File: src/rtl/idec_pkg.sv
package idec_pkg;

  localparam int OPC_W = 6;
  localparam int FUN_W = 6;

  localparam logic [OPC_W-1:0] OPC_REG  = 6'h00;
  localparam logic [OPC_W-1:0] OPC_J    = 6'h02;
  localparam logic [OPC_W-1:0] OPC_JAL  = 6'h03;
  localparam logic [OPC_W-1:0] OPC_BEQ  = 6'h04;
  localparam logic [OPC_W-1:0] OPC_BNE  = 6'h05;
  localparam logic [OPC_W-1:0] OPC_ADDI = 6'h08;
  localparam logic [OPC_W-1:0] OPC_SLTI = 6'h0A;
  localparam logic [OPC_W-1:0] OPC_ANDI = 6'h0C;
  localparam logic [OPC_W-1:0] OPC_ORI  = 6'h0D;
  localparam logic [OPC_W-1:0] OPC_LI   = 6'h0F;
  localparam logic [OPC_W-1:0] OPC_LW   = 6'h23;
  localparam logic [OPC_W-1:0] OPC_SW   = 6'h2B;

  localparam logic [FUN_W-1:0] FN_SLL = 6'h00;
  localparam logic [FUN_W-1:0] FN_SRL = 6'h02;
  localparam logic [FUN_W-1:0] FN_JR  = 6'h08;
  localparam logic [FUN_W-1:0] FN_ADD = 6'h20;
  localparam logic [FUN_W-1:0] FN_SUB = 6'h22;
  localparam logic [FUN_W-1:0] FN_AND = 6'h24;
  localparam logic [FUN_W-1:0] FN_OR  = 6'h25;
  localparam logic [FUN_W-1:0] FN_SLT = 6'h2A;

  typedef enum logic [1:0] {DST_RD = 2'd0, DST_RT = 2'd1, DST_LINK = 2'd2} dst_e;
  typedef enum logic [3:0] {
    ALU_ADD = 4'd0, ALU_SUB = 4'd1, ALU_AND = 4'd2, ALU_OR = 4'd3,
    ALU_SLT = 4'd4, ALU_SLL = 4'd5, ALU_SRL = 4'd6
  } aluop_e;
  typedef enum logic [1:0] {WB_ALU = 2'd0, WB_MEM = 2'd1, WB_IMM = 2'd2, WB_RET = 2'd3} wb_e;
  typedef enum logic [1:0] {BR_NONE = 2'd0, BR_EQ = 2'd1, BR_NE = 2'd2} br_e;
  typedef enum logic [1:0] {JP_NONE = 2'd0, JP_TGT = 2'd1, JP_REG = 2'd2} jmp_e;

  typedef struct packed {
    logic   we;
    dst_e   dst;
    logic   asrc;
    aluop_e aop;
    logic   mrd;
    logic   mwr;
    wb_e    wb;
    br_e    br;
    jmp_e   jmp;
    logic   lnk;
  } ctrl_t;

endpackage

File: src/rtl/idec_fields.sv
module idec_fields #(
  parameter int INSTR_W = 32,
  parameter int REG_AW  = 4,
  parameter int SH_W    = 4,
  parameter int IMM_W   = 16,
  parameter int JA_W    = 10
) (
  input  logic [INSTR_W-1:0]         word_i,
  output logic [idec_pkg::OPC_W-1:0] op_o,
  output logic [idec_pkg::FUN_W-1:0] fn_o,
  output logic [REG_AW-1:0]          rs_o,
  output logic [REG_AW-1:0]          rt_o,
  output logic [REG_AW-1:0]          rd_o,
  output logic [SH_W-1:0]            sh_o,
  output logic [IMM_W-1:0]           imm_o,
  output logic [JA_W-1:0]            jt_o,
  output logic [INSTR_W-idec_pkg::OPC_W-JA_W-1:0] low_o
);
  localparam int OP_LO  = INSTR_W - idec_pkg::OPC_W;
  localparam int RS_LO  = OP_LO - REG_AW;
  localparam int RT_LO  = RS_LO - REG_AW;
  localparam int RD_LO  = RT_LO - REG_AW;
  localparam int SH_LO  = RD_LO - SH_W;
  localparam int FN_LO  = SH_LO - idec_pkg::FUN_W;
  localparam int IMM_LO = RT_LO - IMM_W;
  localparam int JA_LO  = OP_LO - JA_W;

  assign op_o  = word_i[INSTR_W-1:OP_LO];
  assign rs_o  = word_i[OP_LO-1:RS_LO];
  assign rt_o  = word_i[RS_LO-1:RT_LO];
  assign rd_o  = word_i[RT_LO-1:RD_LO];
  assign sh_o  = word_i[RD_LO-1:SH_LO];
  assign fn_o  = word_i[SH_LO-1:FN_LO];
  assign imm_o = word_i[RT_LO-1:IMM_LO];
  assign jt_o  = word_i[OP_LO-1:JA_LO];
  assign low_o = word_i[JA_LO-1:0];
endmodule

File: src/rtl/idec_ctrl.sv
module idec_ctrl #(
  parameter int LOW_W   = 16,
  parameter int PAD_R_W = 4,
  parameter int PAD_I_W = 2
) (
  input  logic [idec_pkg::OPC_W-1:0] op_i,
  input  logic [idec_pkg::FUN_W-1:0] fn_i,
  input  logic [LOW_W-1:0]           low_i,
  output idec_pkg::ctrl_t            ctl_o,
  output logic                       known_o
);
  import idec_pkg::*;

  logic pad_r_ok, pad_i_ok, pad_j_ok;
  assign pad_r_ok = (low_i[PAD_R_W-1:0] == '0);
  assign pad_i_ok = (low_i[PAD_I_W-1:0] == '0);
  assign pad_j_ok = (low_i == '0);

  always_comb begin
    ctl_o   = '0;
    known_o = 1'b0;
    case (op_i)
      OPC_REG: if (pad_r_ok) begin
        known_o   = 1'b1;
        ctl_o.we  = 1'b1;
        ctl_o.dst = DST_RD;
        case (fn_i)
          FN_ADD: ctl_o.aop = ALU_ADD;
          FN_SUB: ctl_o.aop = ALU_SUB;
          FN_AND: ctl_o.aop = ALU_AND;
          FN_OR:  ctl_o.aop = ALU_OR;
          FN_SLT: ctl_o.aop = ALU_SLT;
          FN_SLL: ctl_o.aop = ALU_SLL;
          FN_SRL: ctl_o.aop = ALU_SRL;
          FN_JR: begin
            ctl_o.we  = 1'b0;
            ctl_o.jmp = JP_REG;
          end
          default: begin
            ctl_o   = '0;
            known_o = 1'b0;
          end
        endcase
      end
      OPC_ADDI, OPC_SLTI, OPC_ANDI, OPC_ORI, OPC_LW: if (pad_i_ok) begin
        known_o    = 1'b1;
        ctl_o.we   = 1'b1;
        ctl_o.dst  = DST_RT;
        ctl_o.asrc = 1'b1;
        case (op_i)
          OPC_SLTI: ctl_o.aop = ALU_SLT;
          OPC_ANDI: ctl_o.aop = ALU_AND;
          OPC_ORI:  ctl_o.aop = ALU_OR;
          OPC_LW: begin
            ctl_o.mrd = 1'b1;
            ctl_o.wb  = WB_MEM;
          end
          default: ctl_o.aop = ALU_ADD;
        endcase
      end
      OPC_SW: if (pad_i_ok) begin
        known_o    = 1'b1;
        ctl_o.asrc = 1'b1;
        ctl_o.mwr  = 1'b1;
      end
      OPC_BEQ, OPC_BNE: if (pad_i_ok) begin
        known_o   = 1'b1;
        ctl_o.aop = ALU_SUB;
        ctl_o.br  = (op_i == OPC_BEQ) ? BR_EQ : BR_NE;
      end
      OPC_LI: if (pad_i_ok) begin
        known_o   = 1'b1;
        ctl_o.we  = 1'b1;
        ctl_o.dst = DST_RT;
        ctl_o.wb  = WB_IMM;
      end
      OPC_J: if (pad_j_ok) begin
        known_o   = 1'b1;
        ctl_o.jmp = JP_TGT;
      end
      OPC_JAL: if (pad_j_ok) begin
        known_o   = 1'b1;
        ctl_o.jmp = JP_TGT;
        ctl_o.lnk = 1'b1;
        ctl_o.we  = 1'b1;
        ctl_o.dst = DST_LINK;
        ctl_o.wb  = WB_RET;
      end
      default: ;
    endcase
  end
endmodule

File: src/rtl/instr_decoder.sv
module instr_decoder #(
  parameter int INSTR_W = 32,
  parameter int REG_AW  = 4,
  parameter int SH_W    = 4,
  parameter int IMM_W   = 16,
  parameter int JA_W    = 10
) (
  input  logic               clk,
  input  logic               rst,
  input  logic [INSTR_W-1:0] instr_i,
  output logic               wr_en_o,
  output logic [1:0]         dst_sel_o,
  output logic               alu_imm_o,
  output logic [3:0]         alu_op_o,
  output logic               mem_rd_o,
  output logic               mem_wr_o,
  output logic [1:0]         wb_sel_o,
  output logic [1:0]         branch_o,
  output logic [1:0]         jump_o,
  output logic               link_o,
  output logic [REG_AW-1:0]  rs_o,
  output logic [REG_AW-1:0]  rt_o,
  output logic [REG_AW-1:0]  rd_o,
  output logic [SH_W-1:0]    shamt_o,
  output logic [IMM_W-1:0]   imm_o,
  output logic [JA_W-1:0]    jtarget_o
);
  import idec_pkg::*;

  localparam int LOW_W   = INSTR_W - OPC_W - JA_W;
  localparam int OP_LO   = INSTR_W - OPC_W;
  localparam int RS_LO   = OP_LO - REG_AW;
  localparam int RT_LO   = RS_LO - REG_AW;
  localparam int RD_LO   = RT_LO - REG_AW;
  localparam int PAD_R_W = RD_LO - SH_W - FUN_W;
  localparam int PAD_I_W = RT_LO - IMM_W;

  logic [OPC_W-1:0]  op;
  logic [FUN_W-1:0]  fn;
  logic [REG_AW-1:0] rs, rt, rd;
  logic [SH_W-1:0]   sh;
  logic [IMM_W-1:0]  imm;
  logic [JA_W-1:0]   jt;
  logic [LOW_W-1:0]  low;
  ctrl_t             ctl_d, ctl_q;
  logic              known;

  idec_fields #(
    .INSTR_W(INSTR_W), .REG_AW(REG_AW), .SH_W(SH_W), .IMM_W(IMM_W), .JA_W(JA_W)
  ) u_fields (
    .word_i(instr_i), .op_o(op), .fn_o(fn), .rs_o(rs), .rt_o(rt), .rd_o(rd),
    .sh_o(sh), .imm_o(imm), .jt_o(jt), .low_o(low)
  );

  idec_ctrl #(
    .LOW_W(LOW_W), .PAD_R_W(PAD_R_W), .PAD_I_W(PAD_I_W)
  ) u_ctrl (
    .op_i(op), .fn_i(fn), .low_i(low), .ctl_o(ctl_d), .known_o(known)
  );

  always_ff @(posedge clk) begin
    if (rst) begin
      ctl_q     <= '0;
      rs_o      <= '0;
      rt_o      <= '0;
      rd_o      <= '0;
      shamt_o   <= '0;
      imm_o     <= '0;
      jtarget_o <= '0;
    end else begin
      ctl_q     <= ctl_d;
      rs_o      <= rs;
      rt_o      <= rt;
      rd_o      <= rd;
      shamt_o   <= sh;
      imm_o     <= imm;
      jtarget_o <= jt;
    end
  end

  assign wr_en_o   = ctl_q.we;
  assign dst_sel_o = ctl_q.dst;
  assign alu_imm_o = ctl_q.asrc;
  assign alu_op_o  = ctl_q.aop;
  assign mem_rd_o  = ctl_q.mrd;
  assign mem_wr_o  = ctl_q.mwr;
  assign wb_sel_o  = ctl_q.wb;
  assign branch_o  = ctl_q.br;
  assign jump_o    = ctl_q.jmp;
  assign link_o    = ctl_q.lnk;

  p_fields_r1: assert property (@(posedge clk) disable iff (rst)
    1'b1 |=> (rs_o == $past(instr_i[OP_LO-1:RS_LO]) && imm_o == $past(instr_i[RT_LO-1:PAD_I_W])));

  p_mem_excl_r6: assert property (@(posedge clk) disable iff (rst)
    !(mem_rd_o && mem_wr_o));

  p_store_nowr_r6: assert property (@(posedge clk) disable iff (rst)
    mem_wr_o |-> !wr_en_o);

  p_li_quiet_r8: assert property (@(posedge clk) disable iff (rst)
    (wb_sel_o == 2'd2) |-> (wr_en_o && dst_sel_o == 2'd1 && !mem_rd_o && !mem_wr_o));

  p_flow_excl_r9: assert property (@(posedge clk) disable iff (rst)
    !(branch_o != 2'd0 && jump_o != 2'd0));

  p_link_r9: assert property (@(posedge clk) disable iff (rst)
    link_o |-> (wr_en_o && dst_sel_o == 2'd2 && wb_sel_o == 2'd3 && jump_o == 2'd1));

  p_illegal_r10: assert property (@(posedge clk) disable iff (rst)
    !known |=> (!wr_en_o && !mem_wr_o && !mem_rd_o && branch_o == 2'd0 && jump_o == 2'd0));

endmodule

File: config.mk
export PLATFORM = sky130hd
export DESIGN_NAME = instr_decoder
export DESIGN_NICKNAME = d
export VERILOG_FILES = /design/src/rtl/idec_pkg.sv /design/src/rtl/idec_fields.sv /design/src/rtl/idec_ctrl.sv /design/src/rtl/instr_decoder.sv
export SDC_FILE = /design/constraint.sdc
export NUM_CORES = 1
export LEC_CHECK = 0
export BUFFER_PORTS_ARGS = -buffer_cell sky130_fd_sc_hd__buf_2
export CAP_MARGIN = 20
export CORE_MARGIN = 5
export CORE_UTILIZATION = 30
export CTS_BUF_LIST = sky130_fd_sc_hd__clkbuf_8
export CTS_CLUSTER_SIZE = 8
export DETAILED_ROUTE_END_ITERATION = 12
export PLACE_DENSITY = 0.58
export SLEW_MARGIN = 25
export SYNTH_ARGS = -nofsm -noshare
export SYNTH_HDL_FRONTEND = slang
export SYNTH_HIERARCHICAL = 1
export SYNTH_SLANG_ARGS = --single-unit
File: constraint.sdc
create_clock -name clk -period 3.5 [get_ports clk]
set_input_delay 0.175 -clock clk [delete_from_list [all_inputs] [get_ports clk]]
set_output_delay 0.175 -clock clk [all_outputs]
set_load 0.1 [all_outputs]
; ---- After elaboration in Yosys (flattened, before gate mapping)
; Cells that the tools add are included.
; W data, S select, Z words.
[word_totals]
elab_cells = 70
reg_bits = 59
in_bits = 34
[op_classes]
reduce_logical = 8
mux = 28
n_eq_ne = 18
[op_table]
columns = op, n
row1 = $eq A6 B6 Y1 const B, 7
row2 = $eq A6 B4 Y1 const B, 6
row3 = $eq A6 B2 Y1 const B, 3
row4 = $pmux W3 S6, 1
row5 = $mux W17, 1
row6 = $logic_not A16 Y1, 1
row7 = $mux W2, 7
row8 = $eq A6 B3 Y1 const B, 2
row9 = $logic_not A6 Y1, 2
row10 = $pmux W3 S4, 1
row11 = $pmux W4 S3, 1
row12 = $mux W9, 1
row13 = $pmux W3 S3, 1
row14 = $pmux W2 S4, 1
row15 = $reduce_or A7 Y1, 1
row16 = $mux W1, 6
row17 = $mux W3, 2
row18 = $pmux W1 S2, 3
row19 = $pmux W2 S3, 1
row20 = $reduce_or A5 Y1, 1
row21 = $logic_not A4 Y1, 1
row22 = $pmux W2 S2, 1
row23 = $pmux W1 S3, 1
row24 = $logic_not A2 Y1, 1
row25 = $reduce_or A2 Y1, 1

; ---- Logic depth before layout (Yosys ltp)
; Gate-level depths: netlist of run 1.
[logic_depth]
depth_word = 5
mapped_depth = 7

; ---- Modules after synthesis
; Netlist of run 1, hierarchy kept.
[by_module_without_submodules]
columns = module, area_per_inst_um2, instances, cells_each
row1 = instr_decoder, 1589.0, 1, 124
row2 = idec_fields, 525.5, 1, 70
row3 = idec_ctrl, 488.0, 1, 73

; ---- Worst setup path before layout of run 1
; Ideal clock, no wire load.
[synth_timing]
path_kind = input to register
startpoint = in instr_i[28]
endpoint = reg ctl_q, in the netlist alu_op_o[0]
path_buffers = 2
setup_ns = 0.065
path_slack_ns = 2.081
path_stages = 7
arrival_time_ns = 1.354
path_cell_list = buf_4 -> buf_4 -> nor4_4 -> nand3_4 -> or2_0 -> o22ai_1 -> nor2b_1
[synth_rtl]
columns = element, line_no
row1 = "start, declared", instr_decoder.sv:10  ; input logic [INSTR_W-1:0] instr_i,
row2 = "end signal, assigned", instr_decoder.sv:71  ; ctl_q <= ctl_d;
row3 = "end, declared", instr_decoder.sv:45  ; ctrl_t ctl_d, ctl_q;

; ---- Final worst setup path of run 1
[layout_timing]
startpoint = reg rd_o[0]
endpoint = out rd_o[0]
[layout_rtl]
columns = element, line_no
row1 = "start, declared", instr_decoder.sv:23  ; output logic [REG_AW-1:0] rd_o,
row2 = "start signal, assigned", instr_decoder.sv:74  ; rd_o <= rd;
; No word-level cell between the ends.

==> impl_metrics.json, run 1 <==
{
  "path_max_fanout": 1,
  "grt_max_degree": 60,
  "via_per_inst": 3.96,
  "drtAntennaViolNets": 0,
  "worst-path-buf-inv": 1,
  "drtIter0Drc": 50,
  "grt_pass1_vias": 1442,
  "finalPower_mw": 1.61,
  "dpl_worst_slack_ns": 1.97,
  "gp_congestion": 0.698,
  "placed_area_um2": 2540,
  "dpl.hpwl_mm": 3.62,
  "setup_viol": 0,
  "timing.final.crit_share": 0.359,
  "max_slew_margin": 0.604,
  "rows": 33,
  "worstMarginPinSlew_ns": 0.593,
  "final_area_um2": 2740,
  "p_leak_nw": 1.26,
  "core_um2": 8260,
  "cp.arrival_ns": 1.08,
  "initial_core_util": 0.309,
  "chipHeight_um": 102,
  "cts_made_buffers": 9,
  "wl_per_cell_um": 12.5,
  "synth_warnings": 6,
  "grt_util_all_layers": 0.0934,
  "fillers": 884,
  "cts.hold.buffers_added": 0,
  "cts.sinks": 59,
  "required_ns": 3.32,
  "cts_tree": "yes",
  "critPathLaunchType": "flip-flop",
  "io_buffer_count": 92,
  "vias": 1537,
  "h-tree-depth": 3,
  "postSynthNetCount": 293,
  "routed_wl_mm": 4.86,
  "crit_path_end_kind": "primary output",
  "antennaDiodeCount": 0,
  "cts_root_buf": "clkbuf_8",
  "crit_family": "buffers and inverters",
  "fin_util": 0.331,
  "place_inst": 373,
  "seq_area_um2": 1180,
  "hold_violations": 0,
  "fin_cells": 388,
  "ctsLongestPathBuffers": 2,
  "finalCriticalPeriod_ns": 1.26,
  "max-vdd-ir-drop_mv": 0.138,
  "ios": 93,
  "cts_resized": 0,
  "clk_pin_slew_worst_paths_ns": 0.06,
  "drive_above_1_share": 0.396,
  "outcome": "finished, final reports clean",
  "drv_cap": 0,
  "pwr_density_cell_nw_per_um2": 589,
  "path_class": "reg -> out",
  "antenna_found_initial": 0,
  "rsz0062_at_grt": "no",
  "grt_overflow": 0,
  "tns_ns": 0,
  "first_pass_iters": 4,
  "area_delta_synth_final_pct": 7.26,
  "synth_cells": 259,
  "syn_area_per_cell_um2": 9.85,
  "min_path_type": "in -> reg",
  "fin_ws_ns": 2.24,
  "cp_slowest_cell": "buf_2",
  "fmax_ghz": 0.797,
  "post_cts_buffers": 0,
  "nets": 313,
  "drv_slew": 0,
  "dieWidth_um": 102,
  "multi_input_area_um2": 766,
  "post-route-drc-count": 0,
  "dieArea_um2": 10400,
  "grt_pass1_wl_mm": 7.12,
  "crit_chain": "buf_2",
  "worst_path_largest_cell_delay_ns": 0.43,
  "hold_ws_ns": 0.0648,
  "synth_area_um2": 2550
}
[layout make-up]
class / instances / area share
multi-input combinational: 117 / 0.280
timing repair buffer: 92 / 0.169
tap: 105 / 0.0480
sequential: 59 / 0.432
clock buffer: 11 / 0.0554
clock inverter: 4 / 0.0156
[power breakdown]
| group | internal (mW) | switching, mW |
|---|---|---|
| sequential | 0.699 | 0.00548 |
| clock | 0.357 | 0.244 |
| combinational | 0.0542 | 0.252 |
[registers in the layout (all words and copies together) (netlist names), 4 cells and up]
signal / cells
imm_o: 16
jtarget_o: 10
alu_op_o: 4
rd_o: 4
rs_o: 4
rt_o: 4
shamt_o: 4
[routing by layer]
metal,vias to the layer above,track usage,share of wire
li1,792,-,-
met1,681,0.108,0.43
met2,60,0.146,0.48
met3,4,0.0369,0.079
met4,0,0.0545,0.012
met5,-,0,0
[cells in the final DEF (no fill, tap or decap), types with 3 or more instances in the layout]
| cell type | count |
|---|---|
| dfxtp_1 | 59 |
| nor3_1 | 3 |
| buf_2 | 91 |
| o21a_1 | 3 |
| nand2_1 | 5 |
| nor4_1 | 4 |
| o22ai_1 | 3 |
| nand3b_1 | 3 |
| nor2b_1 | 61 |
| nor2_1 | 6 |
| a21oi_1 | 3 |
| clkbuf_8 | 11 |
[path summary, 6_finish.rpt]
check | start | endpoint | slack (ns) | cells past startpoint
worst min-delay path | instr_i[24] | jtarget_o[8]$_SDFF_PP0_ | 0.06 | 2
worst max-delay path | rd_o[0]$_SDFF_PP0_ | rd_o[0] | 2.24 | 1
No activity file was read; power rests on OpenSTA's default activity.
==> run 2, diff against run 1 <==
--- a/config.mk
+++ b/config.mk
@@ -12,7 +12,7 @@
 export CTS_BUF_LIST = sky130_fd_sc_hd__clkbuf_8
 export CTS_CLUSTER_SIZE = 8
 export DETAILED_ROUTE_END_ITERATION = 12
-export PLACE_DENSITY = 0.58
+export PLACE_DENSITY = 0.6
 export SLEW_MARGIN = 25
 export SYNTH_ARGS = -nofsm -noshare
 export SYNTH_HDL_FRONTEND = slang
==> constraint.sdc (replaced) <==
create_clock -name clk -period 1.02 [get_ports clk]
set_input_delay 0.051 -clock clk [delete_from_list [all_inputs] [get_ports clk]]
set_output_delay 0.051 -clock clk [all_outputs]
set_load 0.1 [all_outputs]
==> impl_metrics.json, run 2 (synthesized netlist as in run 1, its figures left out) <==
{
  "outcome": "finished, final reports clean",
  "gp_congestion": 0.800,
  "wl_met3_um": 397,
  "drv_slew": 0,
  "path_max_fanout": 5,
  "pwr-share-clk": 0.350,
  "ios": 93,
  "drtIter0Drc": 22,
  "grt_pass1_vias": 1692,
  "finalCriticalPeriod_ns": 0.955,
  "first_pass_iters": 4,
  "fmax_ghz": 1.05,
  "top_layer_used": "met4",
  "wl_met1_mm": 2.01,
  "dieWidth_um": 102,
  "dpl.hpwl_mm": 4.07,
  "drv_cap": 0,
  "setup_viol": 0,
  "routed_wl_mm": 5.30,
  "drive_above_1_share": 0.435,
  "via_per_inst": 4.04,
  "io_buffer_count": 92,
  "cts_root_buf": "clkbuf_8",
  "p_leak_nw": 1.66,
  "p_int_mw": 4.26,
  "grt_pass1_wl_mm": 8.25,
  "required_ns": 1.28,
  "grt_max_degree": 60,
  "cts_made_buffers": 9,
  "layout_common_cells": "nor2b_1, buf_12, dfxtp_1, buf_2, buf_4",
  "cts.sinks": 59,
  "timing.final.crit_share": 0.937,
  "post-route-drc-count": 0,
  "rsz0062_at_grt": "yes",
  "crit_path_start": "instr_i[0]",
  "nets": 353,
  "largestRegisters": "imm_o x16, jtarget_o x10",
  "cp.arrival_ns": 1.21,
  "cts_tree": "yes",
  "crit_chain": "buf_2 > nor4_4 > buf_4 > nand3_4 > or2_0 > o22ai_1 > nor2b_1",
  "ctsLongestPathBuffers": 2,
  "combPwrFrac": 0.241,
  "initial_core_util": 0.309,
  "seqPwrFrac": 0.409,
  "hold_ws_ns": 0.0172,
  "dieArea_um2": 10400,
  "antenna_found_initial": 0,
  "hold_violations": 0,
  "chipHeight_um": 102,
  "placed_area_um2": 3620,
  "crit_path_end_kind": "flip-flop",
  "regMostFlops": "imm_o",
  "wl_met2_mm": 2.79,
  "worst_path_largest_cell_delay_ns": 0.27,
  "min_path_type": "in -> reg",
  "largest_register_ffs": 16,
  "worstHoldStart": "instr_i[2]",
  "final_area_um2": 3990,
  "h-tree-depth": 3,
  "max-vdd-ir-drop_mv": 0.674,
  "rows": 33,
  "grt_util_all_layers": 0.105,
  "core_um2": 8260,
  "clk_pin_slew_worst_paths_ns": 0.06,
  "path_class": "in -> reg",
  "vias": 1726,
  "drtAntennaViolNets": 0,
  "pwr_density_cell_nw_per_um2": 1510,
  "cp_slowest_cell": "nor4_4",
  "wl_per_cell_um": 12.4,
  "grt_overflow": 0,
  "antennaDiodeCount": 0,
  "p_sw_mw": 1.78,
  "area_delta_synth_final_pct": 56.6,
  "mostFrequentLayoutCell": "nor2b_1",
  "swShare": 0.295,
  "fillers": 769,
  "critPathLaunchType": "primary input"
}
-- run 2: cell count changes in the layout (fill, tap and decap cells not counted), sizes merged --
cell	previous run	this run
buf	92	116
dlygate4sd3	0	16
inv	2	0
clkbuf	11	12
-- run 2: worst max-delay path: cells and delay by family --
| kind | cells | cell delay (ns) |
|---|---|---|
| AO/OA/AOI/OAI | 1 | 0.14 |
| AND/OR/NAND/NOR | 4 | 0.73 |
| buffers and inverters | 2 | 0.30 |
-- run 2: layout make-up --
class | instances | area, um^2 | share of cell area
Clock buffer | 12 | 165 | 0.0414
Clock inverter | 2 | 35.0 | 0.00877
Multi-Input combinational cell | 117 | 782 | 0.196
Sequential cell | 59 | 1180 | 0.296
Tap cell | 105 | 131 | 0.0329
Timing Repair Buffer | 132 | 1700 | 0.425
-- run 2: timing repair --
item | in CTS | in global routing
setup buffers | 0 | 0
endpoints found under the hold margin | 29 | 0
hold buffers | 16 | 0
endpoints found under the setup margin | 1 | 4
resized for setup | 1 | 1
-- run 2: final timing paths --
path                            endpoint  slack (ns)  depth (start not counted)
hold / removal       imm_o[0]$_SDFF_PP0_        0.02                          2
setup / recovery  alu_op_o[0]$_SDFF_PP0_        0.06                          7
-- run 2: metal layers --
| layer | up-vias | global-route usage |
|---|---|---|
| met1 | 788 | 0.115 |
| met2 | 59 | 0.187 |
| met4 | 0 | 0.0484 |
| met3 | 8 | 0.0321 |
| met5 | - | 0 |
| li1 | 871 | - |
-- run 2: power by group through the flow --
stage / Sequential, mW / Clock (mW) / Combinational (mW)
after global placement: 2.52 / 0 / 1.40
after detailed placement: 2.53 / 0 / 1.41
final: 2.47 / 2.12 / 1.45
after CTS: 2.48 / 2.22 / 1.47
after global routing: 2.48 / 2.31 / 1.51
after floorplan: 3.15 / 0 / 0.389
-- run 2: stage by stage --
step / utilization / setup WS (ns) / instances / total power, mW / setup TNS, ns
after floorplan: - / -0.182 / 259 / 3.54 / -0.853
after global placement: 0.439 / -0.376 / 397 / 3.92 / -3.12
after detailed placement: 0.439 / -0.367 / 397 / 3.94 / -3.24
after CTS: 0.483 / 0.0403 / 427 / 6.16 / 0
after global routing: 0.484 / -0.0273 / 427 / 6.31 / -0.0727
final: 0.484 / 0.0646 / 427 / 6.04 / 0
